==> config.mk <==
export PLATFORM = sky130hd
export DESIGN_NAME = raw_gap_guard
export DESIGN_NICKNAME = d
export VERILOG_FILES = /design/src/rtl/rgg_pkg.sv /design/src/rtl/rgg_wait_lut.sv /design/src/rtl/rgg_gap_timer.sv /design/src/rtl/rgg_sat_counter.sv /design/src/rtl/raw_gap_guard.sv
export SDC_FILE = /design/constraint.sdc
export NUM_CORES = 1
export LEC_CHECK = 0
export ABC_CLOCK_PERIOD_IN_PS = 2200
export BUFFER_PORTS_ARGS = -buffer_cell sky130_fd_sc_hd__buf_2
export CORE_ASPECT_RATIO = 0.9
export CORE_MARGIN = 10
export CORE_UTILIZATION = 36
export CTS_CLUSTER_DIAMETER = 50
export DETAILED_ROUTE_END_ITERATION = 10
export GPL_ROUTABILITY_DRIVEN = 0
export PLACE_DENSITY = 0.84
export REMOVE_ABC_BUFFERS = 1
export SLEW_MARGIN = 10
export SYNTH_ARGS = -nofsm -noshare
export SYNTH_HDL_FRONTEND = slang
export SYNTH_SLANG_ARGS = --single-unit
==> constraint.sdc <==
create_clock -name clk -period 2.2 [get_ports clk]
set_input_delay 0.11 -clock clk [delete_from_list [all_inputs] [get_ports clk]]
set_output_delay 0.11 -clock clk [all_outputs]
set_load 0.02 [all_outputs]
==> src/rtl/rgg_pkg.sv <==
package rgg_pkg;

   typedef enum logic [1:0] {
      ST_IDLE  = 2'd0,
      ST_HOST  = 2'd1,
      ST_DUMMY = 2'd2
   } rgg_state_e;

   function automatic int unsigned ceil_div(input int unsigned num, input int unsigned den);
      return (num + den - 1) / den;
   endfunction

endpackage

==> src/rtl/rgg_wait_lut.sv <==
module rgg_wait_lut #(
   parameter int unsigned ADDR_W    = 8,
   parameter int unsigned N_FREE    = 3,
   parameter logic [N_FREE*ADDR_W-1:0] FREE_ADDRS = '0,
   parameter int unsigned WAIT_CLKS = 17,
   parameter int unsigned CNT_W     = 5
) (
   input  logic [ADDR_W-1:0] addr,
   output logic [CNT_W-1:0]  need
);

   logic [N_FREE-1:0] hit;

   for (genvar gi = 0; gi < N_FREE; gi++) begin : g_free
      assign hit[gi] = (addr == FREE_ADDRS[gi*ADDR_W +: ADDR_W]);
   end

   // Unknown addresses fall through to the full gap.
   assign need = (|hit) ? '0 : CNT_W'(WAIT_CLKS);

   always_comb begin
      a_r2_free_zero_wait : assert (!(|hit) || need == '0);
   end

endmodule

==> src/rtl/rgg_gap_timer.sv <==
module rgg_gap_timer #(
   parameter int unsigned WAIT_CLKS = 17,
   parameter int unsigned CNT_W     = 5
) (
   input  logic             clk,
   input  logic             rst_n,
   input  logic             wr_done,
   input  logic             rd_launch,
   output logic [CNT_W-1:0] since,
   output logic             pending
);

   localparam logic [CNT_W-1:0] SAT = CNT_W'(WAIT_CLKS);

   always_ff @(posedge clk or negedge rst_n) begin
      if (!rst_n) begin
         since   <= SAT;
         pending <= 1'b0;
      end else begin
         if (wr_done)
            since <= '0;
         else if (since != SAT)
            since <= since + 1'b1;

         if (wr_done)
            pending <= 1'b1;
         else if (rd_launch)
            pending <= 1'b0;
      end
   end

   a_r5_elapsed_counts : assert property (@(posedge clk) disable iff (!rst_n)
      (!wr_done && since != SAT) |=> since == $past(since) + 1'b1);

   a_r6_read_clears : assert property (@(posedge clk) disable iff (!rst_n)
      (rd_launch && !wr_done) |=> !pending);

   a_r3_since_bounded : assert property (@(posedge clk) disable iff (!rst_n)
      since <= SAT);

endmodule

==> src/rtl/rgg_sat_counter.sv <==
module rgg_sat_counter #(
   parameter int unsigned W = 8
) (
   input  logic         clk,
   input  logic         rst_n,
   input  logic         inc,
   output logic [W-1:0] count
);

   always_ff @(posedge clk or negedge rst_n) begin
      if (!rst_n)
         count <= '0;
      else if (inc && count != '1)
         count <= count + 1'b1;
   end

   a_r8_no_wrap : assert property (@(posedge clk) disable iff (!rst_n)
      count == '1 |=> count == '1);

   a_r8_single_step : assert property (@(posedge clk) disable iff (!rst_n)
      (inc && count != '1) |=> count == $past(count) + 1'b1);

endmodule

==> src/rtl/raw_gap_guard.sv <==
module raw_gap_guard #(
   parameter int unsigned ADDR_W         = 8,
   parameter int unsigned DATA_W         = 32,
   parameter int unsigned CLK_NS         = 10,
   parameter int unsigned GAP_NS         = 165,
   parameter int unsigned BUS_CYCLE_CLKS = 4,
   parameter int unsigned N_FREE         = 3,
   parameter logic [N_FREE*ADDR_W-1:0] FREE_ADDRS = {8'h08, 8'h04, 8'h00},
   parameter logic [ADDR_W-1:0] TEST_ADDR = 8'h04,
   parameter int unsigned DCNT_W         = 8
) (
   input  logic              clk,
   input  logic              rst_n,
   input  logic              dummy_mode,
   input  logic              req_valid,
   input  logic              req_we,
   input  logic [ADDR_W-1:0] req_addr,
   input  logic [DATA_W-1:0] req_wdata,
   output logic              req_ready,
   output logic [DATA_W-1:0] rsp_rdata,
   output logic              bus_en,
   output logic              bus_we,
   output logic [ADDR_W-1:0] bus_addr,
   output logic [DATA_W-1:0] bus_wdata,
   input  logic [DATA_W-1:0] bus_rdata,
   output logic [DCNT_W-1:0] dummy_count
);

   import rgg_pkg::*;

   localparam int unsigned WAIT_CLKS = ceil_div(GAP_NS, CLK_NS);
   localparam int unsigned CNT_W     = $clog2(WAIT_CLKS + 1);
   localparam int unsigned BEAT_W    = $clog2(BUS_CYCLE_CLKS);
   localparam logic [BEAT_W-1:0] LAST_BEAT = BEAT_W'(BUS_CYCLE_CLKS - 1);

   if (BUS_CYCLE_CLKS < 2) begin : g_chk_cycle
      $error("BUS_CYCLE_CLKS must be at least 2");
   end
   if (GAP_NS < 1 || CLK_NS < 1) begin : g_chk_time
      $error("GAP_NS and CLK_NS must be positive");
   end
   if (DCNT_W < 1 || N_FREE < 1) begin : g_chk_width
      $error("DCNT_W and N_FREE must be positive");
   end

   rgg_state_e        state;
   logic [BEAT_W-1:0] beat;
   logic [CNT_W-1:0]  need;
   logic [CNT_W-1:0]  since;
   logic              pending;
   logic              hazard;
   logic              host_go;
   logic              dummy_go;
   logic              launch;
   logic              act_dummy;
   logic              done;
   logic              wr_done;
   logic              rd_launch;

   rgg_wait_lut #(
      .ADDR_W    (ADDR_W),
      .N_FREE    (N_FREE),
      .FREE_ADDRS(FREE_ADDRS),
      .WAIT_CLKS (WAIT_CLKS),
      .CNT_W     (CNT_W)
   ) u_lut (
      .addr(req_addr),
      .need(need)
   );

   rgg_gap_timer #(
      .WAIT_CLKS(WAIT_CLKS),
      .CNT_W    (CNT_W)
   ) u_timer (
      .clk      (clk),
      .rst_n    (rst_n),
      .wr_done  (wr_done),
      .rd_launch(rd_launch),
      .since    (since),
      .pending  (pending)
   );

   rgg_sat_counter #(
      .W(DCNT_W)
   ) u_dcnt (
      .clk  (clk),
      .rst_n(rst_n),
      .inc  (dummy_go),
      .count(dummy_count)
   );

   assign hazard   = pending && (need > since);
   assign host_go  = (state == ST_IDLE) && req_valid && (req_we || !hazard);
   assign dummy_go = (state == ST_IDLE) && req_valid && !req_we && hazard && dummy_mode;
   assign launch   = host_go || dummy_go;

   assign act_dummy = (state == ST_DUMMY) || dummy_go;
   assign done      = (state != ST_IDLE) && (beat == LAST_BEAT);

   assign wr_done   = done && (state == ST_HOST) && req_we;
   assign rd_launch = host_go && !req_we;

   assign bus_en    = launch || (state != ST_IDLE);
   assign bus_we    = bus_en && !act_dummy && req_we;
   assign bus_addr  = !bus_en ? '0 : (act_dummy ? TEST_ADDR : req_addr);
   assign bus_wdata = bus_we ? req_wdata : '0;

   assign req_ready = done && (state == ST_HOST);
   assign rsp_rdata = (req_ready && !req_we) ? bus_rdata : '0;

   always_ff @(posedge clk or negedge rst_n) begin
      if (!rst_n) begin
         state <= ST_IDLE;
         beat  <= '0;
      end else if (launch) begin
         state <= dummy_go ? ST_DUMMY : ST_HOST;
         beat  <= BEAT_W'(1);
      end else if (done) begin
         state <= ST_IDLE;
         beat  <= '0;
      end else if (state != ST_IDLE) begin
         beat  <= beat + 1'b1;
      end
   end

   a_r3_no_early_read : assert property (@(posedge clk) disable iff (!rst_n)
      (rd_launch && pending) |-> since >= need);

   a_r7_filler_targets_test : assert property (@(posedge clk) disable iff (!rst_n)
      (state == ST_DUMMY) |-> (bus_en && !bus_we && bus_addr == TEST_ADDR && !req_ready));

   a_r1_ready_pulse : assert property (@(posedge clk) disable iff (!rst_n)
      req_ready |=> !req_ready);

   a_r1_bus_held : assert property (@(posedge clk) disable iff (!rst_n)
      (state != ST_IDLE && !done) |=> bus_en);

endmodule

### After elaboration in Yosys (flattened, before gate mapping)

Cells that the tools add are included.

* bits of input ports: 77
* bits in registers: 18
* logic and storage cells: 60

* muxes and demuxes: 15
* add/subtract/negate cells: 3
* magnitude comparators: 1
* equal/unequal tests: 7
* reduce and logical (&&, ||, !) cells: 29

Operators by type and width (count)
* $mux W32: 2
* $mux W8: 2
* $mux W5: 3
* $logic_and A1 B1 Y1: 14
* $mux W2: 6
* $add A8 B1 Y8 const B: 1
* $eq A8 B3 Y1 const B: 1
* $eq A8 B4 Y1 const B: 1
* $logic_not A8 Y1: 1
* $ne A8 B8 Y1 const B: 1
* $reduce_bool A2 Y1: 4
* $add A5 B1 Y5 const B: 1
* $gt A5 B5 Y1: 1
* $ne A5 B5 Y1 const B: 1
* $eq A2 B2 Y1 const B: 2
* $logic_or A1 B1 Y1: 4
* $logic_not A1 Y1: 3
* $reduce_bool A3 Y1: 1
* $reduce_or A3 Y1: 1
* $add A2 B1 Y2 const B: 1
* $eq A2 B1 Y1 const B: 1
* $logic_not A2 Y1: 1
* $mux W1: 2

### Longest topological paths before layout

Gate-level depths: netlist of run 1.

* depth after elaboration: 13
* gate-level depth with buffers: 9
* mapped depth without buffers: 8

### Hierarchy

From an unflattened synthesis of run 1, not the netlist that was laid out.

* cells, all modules: 208
* area, all modules: 1709.1 µm²

By module, submodules not included
* raw_gap_guard: area an instance 913.4 µm², cells an instance 137, instances 1, seq. area each 100.1 µm²
* rgg_sat_counter: area an instance 407.9 µm², cells an instance 34, instances 1, seq. area each 200.2 µm²
* rgg_gap_timer: area an instance 330.3 µm², cells an instance 29, instances 1, seq. area each 152.6 µm²
* rgg_wait_lut: area an instance 57.6 µm², cells an instance 8, instances 1, seq. area each 0.0 µm²

### Worst setup path before layout of run 1

OpenSTA, ideal clock, no wires.

* kind: reg2out
* start point: register u_timer.since[4]
* end point: output bus_addr[0]
* slack: 0.120 ns
* arrival: 1.970 ns
* stages on the path, launching flop included: 7
* required time: 2.090 ns
* buffers on the path: 0
* cell sequence: dfstp_2 inv_1 ha_1 nor4b_4 a211o_2 o21ai_1 a21boi_0

* longest elaborated chain between the ends: 8

RTL lines
* start: declaration: RTL line rgg_gap_timer.sv:9 `output logic [CNT_W-1:0] since,`
* start signal: assignment: RTL line rgg_gap_timer.sv:23 `since <= since + 1'b1;`
* $gt A5 B5 Y1 (*): RTL line raw_gap_guard.sv:92 `assign hazard = pending && (need > since);`
* $logic_and A1 B1 Y1 (*): RTL line raw_gap_guard.sv:92
* $logic_not A1 Y1: RTL line raw_gap_guard.sv:93 `assign host_go = (state == ST_IDLE) && req_valid && (req_we || !hazard);`
* $logic_or A1 B1 Y1: RTL line raw_gap_guard.sv:93
* $logic_and A1 B1 Y1: RTL line raw_gap_guard.sv:93
* $logic_or A1 B1 Y1: RTL line raw_gap_guard.sv:95 `assign launch = host_go || dummy_go;`
* $logic_or A1 B1 Y1: RTL line raw_gap_guard.sv:103 `assign bus_en = launch || (state != ST_IDLE);`
* $mux W8 (*): RTL line raw_gap_guard.sv:105 `assign bus_addr = !bus_en ? '0 : (act_dummy ? TEST_ADDR : req_addr);`
* end: declaration: RTL line raw_gap_guard.sv:23 `output logic [ADDR_W-1:0] bus_addr,`

Mark *: on every way between the ends. The rest lies on a longest branch, timed or not.

### Worst setup path after layout of run 1

* start point: register u_timer.since[4]
* end point: output bus_addr[2]

Same word-level chain as after synthesis.

==> summary.md, run 1 <==
| Metric | Value |
|---|---|
| Status | complete, but fails checks |
| Failing checks | setup timing |
| Crit-path max FO | 4 |
| Synthesized cell area | 0.00159 mm^2 |
| CTS tree | built |
| Area Overhead vs Synth | 69.2% |
| Via count | 1933 |
| Root buf cell | clkbuf_8 |
| Share of layout cells above drive strength 1 | 55.5% |
| DRT Wirelength | 7.18 mm |
| Fin. max-slew vios | 0 |
| CP Launch Type | flop |
| Top-Level Pins | 160 |
| WL met1 | 2.81 mm |
| Die extent in x | 90.1 um |
| Leakage | 1.51 nW |
| Slew @ Worst Pin | 0.428 ns |
| Final period utilization | 104% |
| Worst Skew | 0.00275 ns |
| GRT Total Usage | 18.2% |
| # Max-Cap Violations | 0 |
| First-pass GRT wire length | 11.3 mm |
| Clock latency on the worst-skew pair | 0.25 ns |
| # setup viols final | 5 |
| Period minus WS final | 2.28 ns |
| CTS max path bufs | 2 |
| Routed Antenna Nets | 0 |
| Clock transition at path regs | 0.07 ns |
| H-tree Lvls | 1 |
| TritonCTS Buffers | 3 |
| Synth cell types | 39 |
| Synth top area cells | and2_1 26%, dfrtp_1 25%, xnor2_1 5.0% |
| Tightest Hold Check Type | input port to flop |
| Drt pass-1 iters | 4 |
| Critical path class | flop to primary output |
| Sequential share of the synthesized area | 28.5% |
| Die Ht | 83.1 um |
| DP Worst Slack | -0.152 ns |
| Crit path arrival time | 2.17 ns |
| Core Rows | 22 |
| Overflow after GRT | 0 |
| CP endpoint kind | primary output |
| Synthesized instance count | 190 |
| Port-buffer cells | 159 |
| RSZ-0062 raised after global routing | yes |
| Ys async rst share | 100% |
| Worst Hold Slack | 0.245 ns |
| Peak VDD IR | 0.000742 V |
| Avg Cell Area, Syn | 8.38 um^2 |
| Largest net degree at the start of global routing | 34 |
| Final worst setup slack | -0.0784 ns |
| 1st-iter DRT viols | 80 |
| Met3 routed WL | 540 um |
| Initial antenna violation count | 0 |
| Core Region | 0.00418 mm^2 |
| Yosys top cell by area | and2_1 |
| Final core occ | 64.4% |
| WL/cell | 17.2 um |
| WP data required | 2.09 ns |
| CTS Sinks | 18 |
| Drc violations | 0 |
| Routed wl met2 | 3.76 mm |
| Final hold violation count | 0 |
| Synth warnings | 0 |
| Post-synth EDFFs | 0 |
| Overall power | 2.39 mW |
| Post-DP HPWL | 5.98 mm |
| Max Freq | 0.439 GHz |
| Die ar. | 0.00748 mm^2 |
| Synth top area share | 26.3% |
| Pwr per Cell Area | 887 mW/mm^2 |
| Most used DFF post-synth | dfrtp_1 |
| Slew HR | 71.4% |
| Inserted Diodes | 0 |
| Seq cells post-synth | 18 |
| Initial Utilization | 38.0% |
| Vias in the first global route | 2042 |
| Top routing layer in use | met4 |
| Setup TNS | -0.243 ns |
| Commonest cells after routing, fill and taps aside | 150 x buf_2, 67 x and2_1, 16 x dfrtp_1 |
| Vias per cell | 4.64 |
| Most common cell after layout, fill and taps aside | buf_2 |
| Nets | 441 |
[cells by family (layout without fill, tap and decap cells)]
family,Yosys count,after routing,share of synthesized area (%)
and+or+nand+nor,111,111,42.3
AOI/OAI and AO/OA,25,25,12.6
DFF,18,18,28.5
buffers and inverters,18,185,4.80
xor gates and xnor gates,10,10,5.50
adders and majority gates,6,6,4.72
muxes,2,2,1.65
[synthesized netlist by cell type, types with 2 or more instances]
library cell / count
a211oi_1: 2
a21oi_1: 3
nand2_1: 6
and3_1: 2
dfrtp_1: 16
a21boi_0: 7
nand3_1: 4
clkbuf_1: 7
a211o_1: 2
inv_1: 9
nor3_1: 4
nor4_1: 2
o22ai_1: 2
and2_1: 67
nand4_1: 7
xnor2_1: 9
dfstp_2: 2
ha_1: 6
nand4bb_1: 2
nor2_1: 12
[routing by layer]
metal	vias up	global-route usage [%]
li1	969	-
met1	876	19.8
met3	6	6.29
met5	-	0
met4	0	2.01
met2	82	34.1
[worst paths after layout]
kind | to | startpoint | depth (start not counted) | slack (ns)
setup / recovery | bus_addr[2] | u_timer.since[4]$_DFFE_PN1P_ | 8 | -0.08
hold / removal | state[0]$_DFFE_PN0P_ | req_valid | 3 | 0.24
setup reg to reg | u_dcnt.count[1]$_DFFE_PN0P_ | u_timer.since[4]$_DFFE_PN1P_ | 8 | 0.05
hold reg to reg | u_dcnt.count[6]$_DFFE_PN0P_ | u_dcnt.count[6]$_DFFE_PN0P_ | 1 | 0.50
max in group asynchronous | u_timer.since[4]$_DFFE_PN1P_ | rst_n | 2 | 1.54
min in group asynchronous | u_dcnt.count[4]$_DFFE_PN0P_ | rst_n | 2 | 0.33
[stage by stage]
stage               cell area (um^2)  instances
floorplan                       1550        181
global placement                2480        408
detailed placement              2480        408
CTS                             2660        418
global route                    2690        417
finish                          2690        417
[timing repair]
item                                    4_1_cts  5_1_grt
endpoints found under the setup margin        9       13
pin swaps                                    14        7
hold buffers                                  1        0
gates resized for setup                      25       11
setup buffers                                 5        1
hold endpoints to repair                     16        0
[state kept, by name, summed over array words and instances, names as in the netlist]
name	count
beat	2
state	2
u_dcnt.count	8
u_timer.pending	1
u_timer.since	5
[power by group]
group | internal (mW) | total (mW) | switching, mW | leakage [nW]
registers | 0.455 | 0.597 | 0.141 | 0.228
logic | 0.650 | 1.52 | 0.871 | 1.25
clock network | 0.159 | 0.269 | 0.110 | 0.0288
total | 1.26 | 2.39 | 1.12 | 1.51
[worst max-delay path: stages, from the launching register on]
cell and delay [ns]:
dfstp_2 0.54, inv_2 0.05, ha_4 0.20, nor4b_4 0.14
buf_4 0.15, a211oi_4 0.29, nand2_2 0.11, a311o_1 0.29
buf_6 0.14
[cell type report]
cell class | count | area [um^2]
tap | 60 | 75.1
sequential | 18 | 453
inverter | 9 | 33.8
clock buffer | 4 | 55.1
timing repair buffer | 172 | 945
fill | 389 | 1490
multi-input combinational | 154 | 1130
(Power assumes the default switching activity.)
==> run 2: changes to the inputs <==
--- a/config.mk
+++ b/config.mk
@@ -5,15 +5,16 @@
 export SDC_FILE = /design/constraint.sdc
 export NUM_CORES = 1
 export LEC_CHECK = 0
+export ABC_AREA = 1
 export ABC_CLOCK_PERIOD_IN_PS = 2200
 export BUFFER_PORTS_ARGS = -buffer_cell sky130_fd_sc_hd__buf_2
-export CORE_ASPECT_RATIO = 0.9
 export CORE_MARGIN = 10
-export CORE_UTILIZATION = 36
+export CORE_UTILIZATION = 38
 export CTS_CLUSTER_DIAMETER = 50
 export DETAILED_ROUTE_END_ITERATION = 10
 export GPL_ROUTABILITY_DRIVEN = 0
-export PLACE_DENSITY = 0.84
+export PLACE_DENSITY = 0.85
+export RECOVER_POWER = 100
 export REMOVE_ABC_BUFFERS = 1
 export SLEW_MARGIN = 10
 export SYNTH_ARGS = -nofsm -noshare
==> run 2 against run 1 <==
Effect of this change:
- the flow still finishes with violations (setup timing)
- flip-flop and latch count unchanged
- register-to-register slack got worse by 0.03 ns
- worst setup slack got worse by 0.37 ns
- hold slack got worse by 0.039 ns
- largest cell class is now buffers
==> summary.md, run 2 <==
| Metric | Value |
|---|---|
| Status | complete, but fails checks |
| Failing checks | setup timing |
| Final worst setup slack | -0.444 ns (-0.366 ns) |
| Mux contribution to synthesized area | 0% (-1.7 points) |
| 1st-iter DRT viols | 391 (+390%) |
| Inserted Diodes | 0 (unchanged) |
| Vias per cell | 5.35 (+15%) |
| Avg Cell Area, Syn | 6.00 um^2 (-28%) |
| Die ar. | 0.00764 mm^2 (+2.1%) |
| Core Rows | 24 (+9.1%) |
| Post-synth EDFFs | 0 (unchanged) |
| Pwr per Cell Area | 970 mW/mm^2 (+9.4%) |
| Worst Hold Launch | req_we |
| Max reg flops | 8 (unchanged) |
| CP peak stage delay | 0.30 ns (-0.24 ns) |
| Hold Crit Depth | 3 (unchanged) |
| Most flop-heavy register | u_dcnt.count |
| WP data required | 2.09 ns (about the same) |
| Critical path class | input port to primary output |
| Top routing layer in use | met5 |
| Sequential share of the synthesized area | 26.2% (-2.2 points) |
| Crit-path max FO | 8 (+4) |
| Share of layout cells above drive strength 1 | 49.7% (-5.8 points) |
| DP Worst Slack | -0.0417 ns (+0.111 ns) |
| CTS max path bufs | 2 (unchanged) |
| # setup viols final | 42 (+37) |
| WL/cell | 21.8 um (+26%) |
| H-tree Lvls | 1 (unchanged) |
| Initial Utilization | 39.4% (+1.4 points) |
| Worst Setup SP | req_addr[5] |
| Via count | 2768 (+43%) |
| Initial antenna violation count | 1 (+1) |
| Largest family of logic cells by synthesized area | simple AND/OR/NAND/NOR gates |
| Biggest regs | u_dcnt.count x8, u_timer.since x5 |
| Final cell count without fillers | 517 (+24%) |
| Clock latency on the worst-skew pair | 0.25 ns (about the same) |
| First-pass GRT wire length | 13.7 mm (+21%) |
| Routed wl met2 | 5.58 mm (+49%) |
| Area Overhead vs Synth | 89.9% |
| Adder-cell share of the synthesized area | 4.34% (-0.37 points) |
| Largest delay share family, worst path | simple AND/OR/NAND/NOR gates |
| Synth cell types | 22 (-44%) |
| Crit-path slowest cell | nor4_1 |
| Met3 routed WL | 1.31 mm (+140%) |
| Dpl cells | 500 (+23%) |
| Count leader, synth | inv_1 |
| Drt pass-1 iters | 7 (+3) |
| Largest net degree at the start of global routing | 33 (-2.9%) |
| CTS tree | built |
| Post-Synth Simple-Gate Area | 37.4% (-4.9 points) |
| Commonest cells in the netlist | 95 x inv_1, 70 x nor2_1, 31 x nand2_1 |
| WP depth | 18 (+10) |
| DRT Wirelength | 11.3 mm (+57%) |
| Most used DFF post-synth | dfrtp_1 |
| Area share of xor/xnor cells in the synthesized design | 3.04% (-2.5 points) |
| Synthesized cell area | 0.00173 mm^2 (+8.6%) |
| Synth top area share | 23.2% (-3.2 points) |
| Synth Area in Compound Gates | 4.71% (-7.9 points) |
| CP dominant cell by count | inv_2 |
| Most common cell after layout, fill and taps aside | buf_2 |
| Peak VDD IR | 0.000565 V (-24%) |
| Worst Skew | 0.000960 ns (-0.00179 ns) |
| Crit path arrival time | 2.53 ns (+0.36 ns) |
| Vias in the first global route | 2524 (+24%) |
| Reg2Reg Depth | 13 (+5) |
| Die Ht | 87.4 um (+5.2%) |
| Max Freq | 0.378 GHz (-14%) |
| Tightest Hold Check Type | input port to flop |
| Post-DP HPWL | 5.94 mm (-0.68%) |
| RSZ-0062 raised after global routing | yes |
| Fin. max-slew vios | 0 (unchanged) |
| Nets | 549 (+24%) |
| # Max-Cap Violations | 0 (unchanged) |
| Final period utilization | 120% (+17 points) |
| Worst Path Buf+Inv | 8 (+5) |
| Synthesized instance count | 288 (+52%) |
| Synth top area cells | dfrtp_1 23%, inv_1 21%, nor2_1 15% |
| CP endpoint kind | primary output |
| Yosys top cell by area | dfrtp_1 |
| Core Region | 0.00438 mm^2 (+4.8%) |
| TritonCTS Buffers | 3 (unchanged) |
| Slew @ Worst Pin | 0.938 ns (+0.510 ns) |
| Die extent in x | 87.4 um (-2.9%) |
| Overflow after GRT | 0 (unchanged) |
| Drc violations | 0 (unchanged) |
| Critical path, cell by cell | buf_2 -> nor4_1 -> inv_1 -> nor2_2 -> inv_1 -> ha_4 -> inv_2 -> nor2_4 -> nand3_2 -> nand2_1 -> inv_2 -> nand3_4 -> nand2_4 -> inv_2 -> nand3_4 -> clkbuf_16 -> nor2_1 -> buf_4 |
| Worst reg2reg startpoint | u_timer.since[4]$_DFFE_PN1P_ |
| GRT Total Usage | 22.6% (+4.3 points) |
| CTS Sinks | 18 (unchanged) |
| Routed Antenna Nets | 0 (unchanged) |
| Commonest cells after routing, fill and taps aside | 114 x buf_2, 90 x inv_1, 45 x nor2_1 |
| Port-buffer cells | 159 (unchanged) |
| CP Launch Type | input port |
| Seq cells post-synth | 18 (unchanged) |
| Ys async rst share | 100% (unchanged) |
| Top-Level Pins | 160 (unchanged) |
| Clock transition at path regs | 0.07 ns (about the same) |
| WL met1 | 3.56 mm (+27%) |
| Synth warnings | 0 (unchanged) |
| Root buf cell | clkbuf_8 |
| Period minus WS final | 2.64 ns (+0.366 ns) |
| Final hold violation count | 0 (unchanged) |
| Leakage | 2.01 nW (+33%) |
| Fillcell total | 260 (-33%) |
| Slew HR | 37.5% (-34 points) |
run 2: changes by cell type in the layout (fill, tap and decap cells not counted), sizes merged, moves of 5 or more:
cell,before,now
a21boi,7,0
and2,67,0
clkbuf,4,16
inv,9,96
nand2,7,33
nand3,5,13
nand4,7,1
nor2,12,83
o21ai,2,10
xnor2,9,0
xor2,1,6
run 2: path summary, 6_finish.rpt:
kind                                                      to  slack [ns]
min in group asynchronous        u_dcnt.count[2]$_DFFE_PN0P_        0.51
worst max register to register   u_dcnt.count[7]$_DFFE_PN0P_        0.02
worst max-delay path                            bus_wdata[1]       -0.44
max in group asynchronous       u_timer.since[2]$_DFFE_PN0P_        1.12
worst min-delay path             u_timer.pending$_DFFE_PN0P_        0.21
worst min register to register   u_dcnt.count[0]$_DFFE_PN0P_        0.52
run 2: per-stage QoR:
stage | power, mW | area, um^2 | TNS (ns) | hold slack, ns | util (%)
5_1_grt | 3.34 | 3280 | -20.88 | 0.221 | 74.8
4_1_cts | 2.70 | 3020 | -2.31 | 0.168 | 68.8
3_5_place_dp | 2.11 | 2610 | -0.417 | 0.0637 | 59.6
3_3_place_gp | 2.06 | 2610 | 0 | 0.0548 | 59.6
6_report | 3.18 | 3280 | -14.43 | 0.206 | 74.8
2_1_floorplan | 1.54 | 1670 | -4.07 | -0.186 | -
run 2: cell type report:
| cell class | instances | area (um^2) | area share (%) |
|---|---|---|---|
| timing repair buffer | 180 | 1250 | 38.2 |
| inverter | 96 | 363 | 11.1 |
| clock buffer | 4 | 55.1 | 1.68 |
| sequential | 18 | 453 | 13.8 |
| tap | 52 | 65.1 | 1.98 |
| multi-input combinational | 167 | 1090 | 33.3 |
run 2: kinds of logic (layout without fill, tap and decap cells):
family	after synthesis	after routing
and+or+nand+nor	139	139
buffers and inverters	103	280
DFF	18	18
AOI/OAI and AO/OA	16	16
adders and majority gates	6	6
xor gates and xnor gates	6	6
run 2: per-layer routing:
| layer | track usage [%] | vias up |
|---|---|---|
| li1 | - | 1172 |
| met1 | 22.1 | 1247 |
| met2 | 41.8 | 261 |
| met3 | 7.40 | 86 |
| met4 | 9.71 | 2 |
| met5 | 0 | - |
run 2: worst min-delay path, stage by stage:
cell	delay, ns
buf_2	0.17
o22ai_1	0.11
inv_1	0.05
run 2: power breakdown:
part           internal, mW  switching (mW)  leakage [nW]
logic                 0.923            1.35          1.77
registers             0.474           0.163         0.215
clock network         0.159           0.114        0.0288
run 2: what timing repair did:
action                                 in CTS  in global routing
pin swaps                                   1                  4
buffers inserted                            6                  3
hold buffers                                1                  0
resized for setup                          86                 57
cloned                                      1                  2
setup endpoints to repair                  41                 46
endpoints found under the hold margin      16                  0
